$ cat src/rtl/tgt_guard_pkg.sv
package tgt_guard_pkg;

    // Word offsets inside one window's group of four configuration words
    localparam logic [1:0] OFS_BASE = 2'd0;
    localparam logic [1:0] OFS_SIZE = 2'd1;
    localparam logic [1:0] OFS_PERM = 2'd2;

    // Permission word field positions (decoded by the match logic)
    localparam int unsigned PERM_EN      = 0;
    localparam int unsigned PERM_KIND_LO = 4;
    localparam int unsigned PERM_INIT_LO = 8;
    localparam int unsigned PERM_DOM_LO  = 16;

    typedef struct packed {
        logic [31:0] base;
        logic [31:0] size;
        logic [31:0] perm;
    } window_t;

    typedef enum logic [1:0] {
        KIND_USER_RD = 2'b00,
        KIND_USER_WR = 2'b01,
        KIND_SUP_RD  = 2'b10,
        KIND_SUP_WR  = 2'b11
    } kind_e;

    function automatic kind_e kind_of(input logic priv, input logic write);
        return kind_e'({priv, write});
    endfunction

    // True when base <= addr < base + size, without wrap-around
    function automatic logic in_window(input logic [31:0] addr,
                                       input logic [31:0] base,
                                       input logic [31:0] size);
        logic [32:0] top;
        top = {1'b0, base} + {1'b0, size};
        return ({1'b0, addr} >= {1'b0, base}) && ({1'b0, addr} < top);
    endfunction

endpackage

$ cat src/rtl/tgt_guard_regs.sv
module tgt_guard_regs
    import tgt_guard_pkg::*;
#(
    parameter int unsigned NR = 4,
    parameter int unsigned IW = 3,
    parameter int unsigned DW = 2,
    parameter int unsigned CAW = 5,
    parameter logic [IW-1:0] CFG_INIT = '1,
    parameter logic [DW-1:0] CFG_DOM = '1,
    parameter logic [NR-1:0] HARD_MASK = '0,
    parameter logic [NR*32-1:0] HARD_BASE = '0,
    parameter logic [NR*32-1:0] HARD_SIZE = '0,
    parameter logic [NR*32-1:0] HARD_PERM = '0
) (
    input  logic                 clk,
    input  logic                 rst,
    input  logic                 cfg_we,
    input  logic [CAW-1:0]       cfg_addr,
    input  logic [31:0]          cfg_wdata,
    input  logic [IW-1:0]        cfg_init,
    input  logic [DW-1:0]        cfg_dom,
    output window_t [NR-1:0]     windows,
    output logic                 locked,
    output logic                 wr_ok
);
    localparam logic [CAW-1:0] CTRL_A = CAW'(NR * 4);

    // Second-layer guard on the configuration port
    assign wr_ok = cfg_we && (cfg_init == CFG_INIT) && (cfg_dom == CFG_DOM);

    always_ff @(posedge clk) begin
        if (rst) begin
            locked <= 1'b0;
        end else if (wr_ok && (cfg_addr == CTRL_A) && cfg_wdata[0]) begin
            locked <= 1'b1;
        end
    end

    for (genvar r = 0; r < NR; r++) begin : g_win
        if (HARD_MASK[r]) begin : g_fixed
            assign windows[r] = '{base: HARD_BASE[r*32 +: 32],
                                  size: HARD_SIZE[r*32 +: 32],
                                  perm: HARD_PERM[r*32 +: 32]};
        end else begin : g_soft
            window_t q;
            logic    hit;
            assign hit = wr_ok && !locked && (cfg_addr[CAW-1:2] == (CAW-2)'(r));
            always_ff @(posedge clk) begin
                if (rst) begin
                    q <= '0;
                end else if (hit) begin
                    case (cfg_addr[1:0])
                        OFS_BASE: q.base <= cfg_wdata;
                        OFS_SIZE: q.size <= cfg_wdata;
                        OFS_PERM: q.perm <= cfg_wdata;
                        default:  q <= q;
                    endcase
                end
            end
            assign windows[r] = q;
        end
    end
endmodule

$ cat src/rtl/tgt_guard_match.sv
module tgt_guard_match
    import tgt_guard_pkg::*;
#(
    parameter int unsigned NR = 4,
    parameter int unsigned AW = 32,
    parameter int unsigned IW = 3,
    parameter int unsigned DW = 2
) (
    input  window_t [NR-1:0] windows,
    input  logic [AW-1:0]    addr,
    input  logic             write,
    input  logic             priv,
    input  logic [IW-1:0]    init,
    input  logic [DW-1:0]    dom,
    output logic             allow
);
    logic [NR-1:0] grant;
    logic [31:0]   addr32;
    kind_e         kind;

    assign addr32 = 32'(addr);
    assign kind   = kind_of(priv, write);

    for (genvar r = 0; r < NR; r++) begin : g_chk
        logic [3:0] kmask;
        logic [7:0] imask;
        logic [7:0] dmask;
        assign kmask = windows[r].perm[PERM_KIND_LO +: 4];
        assign imask = windows[r].perm[PERM_INIT_LO +: 8];
        assign dmask = windows[r].perm[PERM_DOM_LO +: 8];
        assign grant[r] = windows[r].perm[PERM_EN]
                        && in_window(addr32, windows[r].base, windows[r].size)
                        && kmask[kind]
                        && imask[3'(init)]
                        && dmask[3'(dom)];
    end

    assign allow = |grant;
endmodule

$ cat src/rtl/tgt_guard_errlog.sv
module tgt_guard_errlog #(
    parameter int unsigned AW = 32,
    parameter int unsigned IW = 3,
    parameter int unsigned DW = 2
) (
    input  logic           clk,
    input  logic           rst,
    input  logic           deny,
    input  logic           clr,
    input  logic [AW-1:0]  addr,
    input  logic           write,
    input  logic           priv,
    input  logic [IW-1:0]  init,
    input  logic [DW-1:0]  dom,
    output logic           full,
    output logic           ovf,
    output logic [31:0]    log_addr,
    output logic [31:0]    log_info
);
    logic [31:0] info_d;

    always_comb begin
        info_d        = '0;
        info_d[7:0]   = 8'(init);
        info_d[15:8]  = 8'(dom);
        info_d[17:16] = {priv, write};
    end

    always_ff @(posedge clk) begin
        if (rst) begin
            full     <= 1'b0;
            ovf      <= 1'b0;
            log_addr <= '0;
            log_info <= '0;
        end else begin
            if (clr) begin
                full <= 1'b0;
                ovf  <= 1'b0;
            end
            if (deny) begin
                if (full && !clr) begin
                    ovf <= 1'b1;
                end else begin
                    full     <= 1'b1;
                    log_addr <= 32'(addr);
                    log_info <= info_d;
                end
            end
        end
    end
endmodule

$ cat src/rtl/tgt_guard.sv
module tgt_guard
    import tgt_guard_pkg::*;
#(
    parameter int unsigned AW = 32,
    parameter int unsigned NR = 4,
    parameter int unsigned IW = 3,
    parameter int unsigned DW = 2,
    parameter logic [IW-1:0] CFG_INIT = '1,
    parameter logic [DW-1:0] CFG_DOM = '1,
    parameter logic [NR-1:0] HARD_MASK = '0,
    parameter logic [NR*32-1:0] HARD_BASE = '0,
    parameter logic [NR*32-1:0] HARD_SIZE = '0,
    parameter logic [NR*32-1:0] HARD_PERM = '0,
    localparam int unsigned CAW = $clog2(NR * 4 + 4)
) (
    input  logic            clk,
    input  logic            rst,
    input  logic            req_valid,
    input  logic [AW-1:0]   req_addr,
    input  logic            req_write,
    input  logic            req_priv,
    input  logic [IW-1:0]   req_init,
    input  logic [DW-1:0]   req_dom,
    output logic            tgt_valid,
    output logic [AW-1:0]   tgt_addr,
    output logic            tgt_write,
    output logic            tgt_priv,
    output logic            req_err,
    input  logic            cfg_we,
    input  logic [CAW-1:0]  cfg_addr,
    input  logic [31:0]     cfg_wdata,
    input  logic [IW-1:0]   cfg_init,
    input  logic [DW-1:0]   cfg_dom,
    output logic [31:0]     cfg_rdata,
    output logic            irq
);
    localparam logic [CAW-1:0] CTRL_A = CAW'(NR * 4);
    localparam logic [CAW-1:0] STAT_A = CAW'(NR * 4 + 1);
    localparam logic [CAW-1:0] LOGA_A = CAW'(NR * 4 + 2);
    localparam logic [CAW-1:0] LOGI_A = CAW'(NR * 4 + 3);

    window_t [NR-1:0] windows;
    logic             locked;
    logic             wr_ok;
    logic             allow;
    logic             clr;
    logic             ovf;
    logic [31:0]      log_addr;
    logic [31:0]      log_info;

    tgt_guard_regs #(
        .NR(NR), .IW(IW), .DW(DW), .CAW(CAW),
        .CFG_INIT(CFG_INIT), .CFG_DOM(CFG_DOM),
        .HARD_MASK(HARD_MASK), .HARD_BASE(HARD_BASE),
        .HARD_SIZE(HARD_SIZE), .HARD_PERM(HARD_PERM)
    ) u_regs (
        .clk(clk), .rst(rst), .cfg_we(cfg_we), .cfg_addr(cfg_addr),
        .cfg_wdata(cfg_wdata), .cfg_init(cfg_init), .cfg_dom(cfg_dom),
        .windows(windows), .locked(locked), .wr_ok(wr_ok)
    );

    tgt_guard_match #(.NR(NR), .AW(AW), .IW(IW), .DW(DW)) u_match (
        .windows(windows), .addr(req_addr), .write(req_write),
        .priv(req_priv), .init(req_init), .dom(req_dom), .allow(allow)
    );

    assign clr = wr_ok && (cfg_addr == STAT_A) && cfg_wdata[0];

    tgt_guard_errlog #(.AW(AW), .IW(IW), .DW(DW)) u_log (
        .clk(clk), .rst(rst), .deny(req_err), .clr(clr),
        .addr(req_addr), .write(req_write), .priv(req_priv),
        .init(req_init), .dom(req_dom), .full(irq), .ovf(ovf),
        .log_addr(log_addr), .log_info(log_info)
    );

    // Zero-latency pass/deny
    assign tgt_valid = req_valid && allow;
    assign req_err   = req_valid && !allow;
    assign tgt_addr  = req_addr;
    assign tgt_write = req_write;
    assign tgt_priv  = req_priv;

    always_comb begin
        cfg_rdata = '0;
        for (int r = 0; r < NR; r++) begin
            if (cfg_addr[CAW-1:2] == (CAW-2)'(r)) begin
                case (cfg_addr[1:0])
                    OFS_BASE: cfg_rdata = windows[r].base;
                    OFS_SIZE: cfg_rdata = windows[r].size;
                    OFS_PERM: cfg_rdata = windows[r].perm;
                    default:  cfg_rdata = '0;
                endcase
            end
        end
        case (cfg_addr)
            CTRL_A:  cfg_rdata = {31'b0, locked};
            STAT_A:  cfg_rdata = {30'b0, ovf, irq};
            LOGA_A:  cfg_rdata = log_addr;
            LOGI_A:  cfg_rdata = log_info;
            default: ;
        endcase
    end
endmodule

$ cat config.mk
export PLATFORM = sky130hd
export DESIGN_NAME = tgt_guard
export DESIGN_NICKNAME = d
export VERILOG_FILES = /design/src/rtl/tgt_guard_pkg.sv /design/src/rtl/tgt_guard_regs.sv /design/src/rtl/tgt_guard_match.sv /design/src/rtl/tgt_guard_errlog.sv /design/src/rtl/tgt_guard.sv
export SDC_FILE = /design/constraint.sdc
export NUM_CORES = 2
export LEC_CHECK = 0
export BUFFER_PORTS_ARGS = -buffer_cell sky130_fd_sc_hd__buf_2
export CORE_UTILIZATION = 40
export DETAILED_ROUTE_END_ITERATION = 12
export GPL_TIMING_DRIVEN = 0
export PLACE_DENSITY = 0.62
export SETUP_SLACK_MARGIN = 0.3
export SLEW_MARGIN = 20
export SYNTH_ARGS = -nofsm -noshare
export SYNTH_HDL_FRONTEND = slang
export SYNTH_SLANG_ARGS = --single-unit
export TNS_END_PERCENT = 1
$ cat constraint.sdc
create_clock -name clk -period 14.7 [get_ports clk]
set_input_delay 0.735 -clock clk [delete_from_list [all_inputs] [get_ports clk]]
set_output_delay 0.735 -clock clk [all_outputs]
set_load 0.01 [all_outputs]
* After elaboration in Yosys (flattened, before gate mapping)
Index checks and enable logic that the tools add are counted.
** Word-level totals
- Logic and storage cells :: 136
- Output and inout port bits :: 69
- Register bits after elaboration :: 426
- Memories :: 0
- ROM bits :: 0
- Latch bits :: 0
- RAM bits :: 0
** Operators by class
- Shifts and indexed selects :: 0
- $mul :: 0
- Reduce and logical (&&, ||, !) cells :: 53
- Bitwise logic cells :: 1
- Div/mod/pow operators :: 0
- Add/sub/neg operators :: 4
- Magnitude comparators :: 11
- Muxes and demuxes :: 39
- Eq/ne operators :: 11
** Operator list (count)
- one-hot mux 32 bit (3 select lines) :: 4
- adder 32 x 32 -> 33 bit :: 4
- less-than comparator 32 x 33 -> 1 bit :: 4
- greater-or-equal comparator 32 bit :: 4
- 2-to-1 mux 32 bit :: 4
- one-hot mux 32 bit (4 select lines) :: 1
- logical AND 1 bit :: 34
- AND reduction 2 bit :: 13
- == test 5 bit (second input constant) :: 4
- 2-to-1 mux 1 bit :: 18
- binary-select mux 1 bit (select 2 bit) :: 8
- binary-select mux 1 bit (select 3 bit) :: 4
- == test 3 x 2 -> 1 bit (second input constant) :: 2
- == test 2 bit (second input constant) :: 2
- less-than comparator 2 x 4 -> 1 bit (second input constant) :: 1
- less-than comparator 3 x 4 -> 1 bit (second input constant) :: 1
- OR reduction 4 bit :: 1
- == test 3 x 1 -> 1 bit (second input constant) :: 1
- == test 3 bit (second input constant) :: 1
- zero test 1 bit :: 3
- zero test 3 bit :: 1
- less-than comparator 2 x 3 -> 1 bit (second input constant) :: 1
- == test 2 x 1 -> 1 bit (second input constant) :: 1
- zero test 2 bit :: 1
- NOT 1 bit :: 1

* Logic depth before layout (Yosys ltp)
- Word-level depth :: 11
- Mapped depth :: 30
- Depth with buffers taken out :: 27

* By module
Synthesis repeated with hierarchy kept, for this count alone.
** Unflattened totals
- Cells, all modules :: 3765
- Area, all modules :: 34968.5 µm²
** By module, submodules not included
- tgt_guard_regs :: seq. area each 7707.4 µm², times used 1, cells an instance 1329, area an instance 15082.0 µm²
- tgt_guard_match :: seq. area each 0.0 µm², times used 1, cells an instance 1538, area an instance 12020.3 µm²
- tgt_guard :: seq. area each 0.0 µm², times used 1, cells an instance 696, area an instance 5870.6 µm²
- tgt_guard_errlog :: seq. area each 820.8 µm², times used 1, cells an instance 202, area an instance 1995.7 µm²

* Worst setup path after synthesis
OpenSTA, ideal clock, no wires.
- Path kind :: reg2out
- Start :: register u_regs.g_win[3].g_soft.q, in the netlist u_regs.windows[353]
- End :: output port req_err
- Slack :: 9.297 ns
- Arrival :: 4.668 ns
- Cell stages (with the launch flop) :: 24
- Buffers on the path :: 1
- Cell sequence :: dfxtp_1 > ha_1 > a21o_1 > a21oi_1 > nor3_1 > nand4b_1 > a31o_2 > a21o_1 > and2_1 > a31o_2 > a221o_1 > a21oi_1 > xor2_1 > ha_1 > nand4_1 > or3_1 > a211o_1 > a211oi_1 > o32ai_1 > a21o_1 > nor3_2 > nand2_2 > inv_2 > buf_2
** On the way
- Longest elaborated chain between the ends :: 10
** Ends and longest elaborated chain
- start: declaration :: RTL line tgt_guard_regs.sv:45 : window_t q;
- start signal: assignment :: RTL line tgt_guard_regs.sv:56 : default: q <= q;
- adder 32 x 32 -> 33 bit :: RTL line tgt_guard_pkg.sv:36 : top = {1'b0, base} + {1'b0, size};
- less-than comparator 32 x 33 -> 1 bit :: RTL line tgt_guard_pkg.sv:37 : return ({1'b0, addr} >= {1'b0, base}) && ({1'b0, addr} < top);
- logical AND 1 bit (*) :: RTL line tgt_guard_pkg.sv:37
- logical AND 1 bit (*) :: RTL line tgt_guard_match.sv:32 : && in_window(addr32, windows[r].base, windows[r].size)
- logical AND 1 bit (*) :: RTL line tgt_guard_match.sv:33 : && kmask[kind]
- logical AND 1 bit (*) :: RTL line tgt_guard_match.sv:34 : && imask[3'(init)]
- logical AND 1 bit (*) :: RTL line tgt_guard_match.sv:35 : && dmask[3'(dom)];
- OR reduction 4 bit (*) :: RTL line tgt_guard_match.sv:38 : assign allow = |grant;
- zero test 1 bit (*) :: RTL line tgt_guard.sv:78 : assign req_err = req_valid && !allow;
- logical AND 1 bit (*) :: RTL line tgt_guard.sv:78
- end: declaration :: RTL line tgt_guard.sv:28 : output logic req_err,
Mark *: on every way between the ends. The rest lies on a longest branch, timed or not.

* Worst setup path after layout
Ends and elaborated chain as after synthesis.

==> results.tsv <==
stage	metric	value	unit
status	status	finished clean	
placed_design	DP Wirelength	99900	um
synthesis	Post-synth EDFFs	0	
routing	routed len/inst	23.3	um
routing	vias per inst	5.75	
die	CORE AREA	76500	sq um
power_and_ir_drop	Power Total	2.74	mW
routing	Antenna Nets Post-Route	0	
routing	DRC viols	0	
die	Rows	101	
sta	Max Slew Vio Count	0	
die	Initial Utilization	40.7	%
die	Die ar.	78900	sq um
clock_network	Clock Latency Late Sink	610	ps
sta	setup TNS	0	ps
synthesis	Mapped Nets	4577	
clock_network	# Post-CTS Setup Buffers	0	
synthesis	Syn Std Cell Area	31100	sq um
cells_and_area	layout cells sized above 1	7.11	%
die	Die Height	281	um
routing	Pre-antenna DRT Iters	6	
sta	RSZ-0062 raised after global routing	no	
global_routing	overall routing resource usage	30.9	%
synthesis	synthesized-area fraction occupied by adder cells	15.5	%
sta	clock skew	36.5	ps
sta	Rel. slew slack	18.1	%
power_and_ir_drop	P_leak	13.6	nW
routing	via count	30885	
cells_and_area	fill count	7818	
synthesis	Seq cells post-synth	426	
cells_and_area	# nets final	4773	
synthesis	largest family of logic cells by synthesized area	compound AO/OA/AOI/OAI gates	
synthesis	share of the synthesized area in the top cell type	27.4	%
routing	DR iter-0 viols	3311	
global_routing	first-pass GRT wire length	180000	um
global_routing	remaining global-route overflow	0	
run	count of max-cap constraint violations	0	
routing	Total Wirelength	125000	um
power_and_ir_drop	pwr dens	78.9	nW/um^2
synthesis	top cells by area, synth	dfxtp_1, ha_1, nand2_1, a21oi_1, mux2i_1	
critical_path	CP Class	flop to output pin	
synthesis	post-synth cell types	73	
sta	Max Clk Rate	0.135	GHz
sta	count of final setup violators	0	
synthesis	FFs w/ async S/R, synth	0	%
sta	Slew @ Worst Pin	1230	ps
critical_path	Worst Path Required	13970	ps
clock_network	clk slew on worst S/H paths	60	ps
sta	Final period util	50.6	%
clock_network	# hold bufs at CTS	0	
global_routing	initial antenna violation count	0	
global_routing	number of global-route vias before repair	28720	
sta	min cycle time layout	7430	ps
die	num ports	154	
sta	Final Hold Fails	0	
synthesis	post-synthesis xor/xnor area fraction	3.15	%
synthesis	Yosys warnings	0	
synthesis	mux cell area share after synthesis	6.65	%
critical_path	crit path DAT	6700	ps
synthesis	post-synthesis simple-gate area fraction	19.1	%
sta	Fin Hold WS	406	ps
power_and_ir_drop	Max rail drop VDD	0.0798	mV
synthesis	Avg Cell Area, Syn	7.57	sq um
clock_network	CTS Buf Count	48	
die	Die X	281	um
global_routing	largest net degree at the start of global routing	13	
placed_design	buffers added on ports	146	
clock_network	CTS tree	done	
synthesis	Synth Flop Type	dfxtp_1	
critical_path	Critical Path Fanout Max	10	
min_path	type of the most critical hold path	input port to flop	
clock_network	post-cts gate resize count	0	
synthesis	Yosys top cell by area	dfxtp_1	
clock_network	clock root buffer	clkbuf_16	
clock_network	TritonCTS sink count	426	
synthesis	Syn Inst Count	4108	
critical_path	Critical Path End Type	output pin	
cells_and_area	Area Growth Syn to Fin	11.7	%
clock_network	Max Buffers Root-to-Sink	3	
synthesis	post-synthesis compound-gate area fraction	22.5	%
cells_and_area	utilization after layout	45.4	%
synthesis	post-synthesis sequential area ratio	27.4	%
critical_path	Critical Path Start Type	flop	
placed_design	GPL Wtd Cong	0.986	
clock_network	H-tree Lvls	2	
==> power breakdown <==
part	internal (mW)	switching [mW]	leakage (nW)
clock network	0.721	0.526	0.789
logic	0.100	0.227	9.41
registers	1.16	0.00559	3.44
total	1.98	0.759	13.6
==> kinds of logic after synthesis <==
family          after synthesis
simple gates               1383
compound gates             1193
flops                       426
buf+inv                     425
fa+ha+maj                   384
mux                         185
xor+xnor                    112
==> placed cells by master (no fill, tap or decap), drive strengths merged, types with 7 or more instances in the layout <==
cell type and n:
o21ai 166, a31oi 8, o22ai 13, o21a 18
a211o 9, ha 380, xor2 58, and3 15
nand4b 9, nand2 919, nand3 25, nand4 56
o31ai 8, a211oi 55, nand2b 95, xnor2 54
mux2i 164, nor2b 24, and2 12, dfxtp 426
a21o 140, nor2 159, clkinv 8, buf 203
mux4 17, or2 7, a21oi 659, nor3 31
o2111ai 9, a221o 15, o211ai 14, inv 155
or3 10, o21bai 25, a22oi 14, a2111oi 9
clkbuf 292
==> through the flow <==
stage | instance area [sq um] | instances | worst slack, ps
2_1_floorplan | 31100 | 4108 | 9300
6_report | 34700 | 5374 | 7270
3_3_place_gp | 33100 | 5284 | 7890
4_1_cts | 34700 | 5373 | 7240
3_5_place_dp | 33100 | 5284 | 7890
5_1_grt | 34700 | 5373 | 6950
==> path summary, 6_finish.rpt <==
path	startpoint	end	slack (ps)	cells after the start
max reg2reg	u_regs.windows[353]$_SDFFE_PP0P_	u_log.log_addr[27]$_SDFFE_PP0P_	8180	27
min	cfg_wdata[13]	u_regs.windows[173]$_SDFFE_PP0P_	410	3
min reg2reg	u_regs.windows[127]$_SDFFE_PP0P_	u_regs.windows[127]$_SDFFE_PP0P_	460	2
max	u_regs.windows[353]$_SDFFE_PP0P_	req_err	7270	24
==> synthesized netlist by cell type (all sizes together) (56+ instances only) <==
master / instances
a21o: 140
a21oi: 659
buf: 57
clkbuf: 214
dfxtp: 426
ha: 380
inv: 154
mux2i: 164
nand2: 919
nand2b: 95
nand4: 56
nor2: 159
o21ai: 166
xor2: 58
==> state kept, by name (all words and copies together), names as in the netlist <==
signal	count
u_log.ovf	1
u_log.log_addr	32
u_regs.windows	384
u_log.full	1
u_regs.locked	1
u_log.log_info	7
==> worst max-delay path, cell delays in order (launching register included) <==
cell and delay, ps:
dfxtp_1 450, ha_1 280, a21o_1 180, a21oi_1 310, nor3_1 110, nand4b_1 280
a31o_2 290, a21o_1 190, and2_1 180, a31o_2 260, a221o_1 320, a21oi_1 170
xor2_1 100, ha_1 280, nand4_1 180, or3_1 440, a211o_1 340, a211oi_1 320
o32ai_1 170, a21o_1 220, nor3_2 300, nand2_2 220, inv_2 90, buf_2 210
buf_2 210
==> per-layer routing <==
layer	share of wire [%]	global-route usage (%)	up-vias
met4	5.1	14.3	0
li1	-	-	14756
met2	44	49.3	1343
met1	43	41.1	14496
met5	0	0	-
met3	8.3	4.08	290
==> area by class of cell <==
class                      instances  area, sq um  area share [%]
clock buffer                      78         1480            4.25
clock inverter                    11          124           0.356
inverter                         154          578            1.66
tap                             1030         1290            3.71
timing repair buffer             146          731            2.10
sequential                       426         8530            24.5
buffer                           271         1190            3.42
antenna                            1         2.50         0.00720
multi-input combinational       3257        20800            59.9
Power figures use the tool's default switching activity.
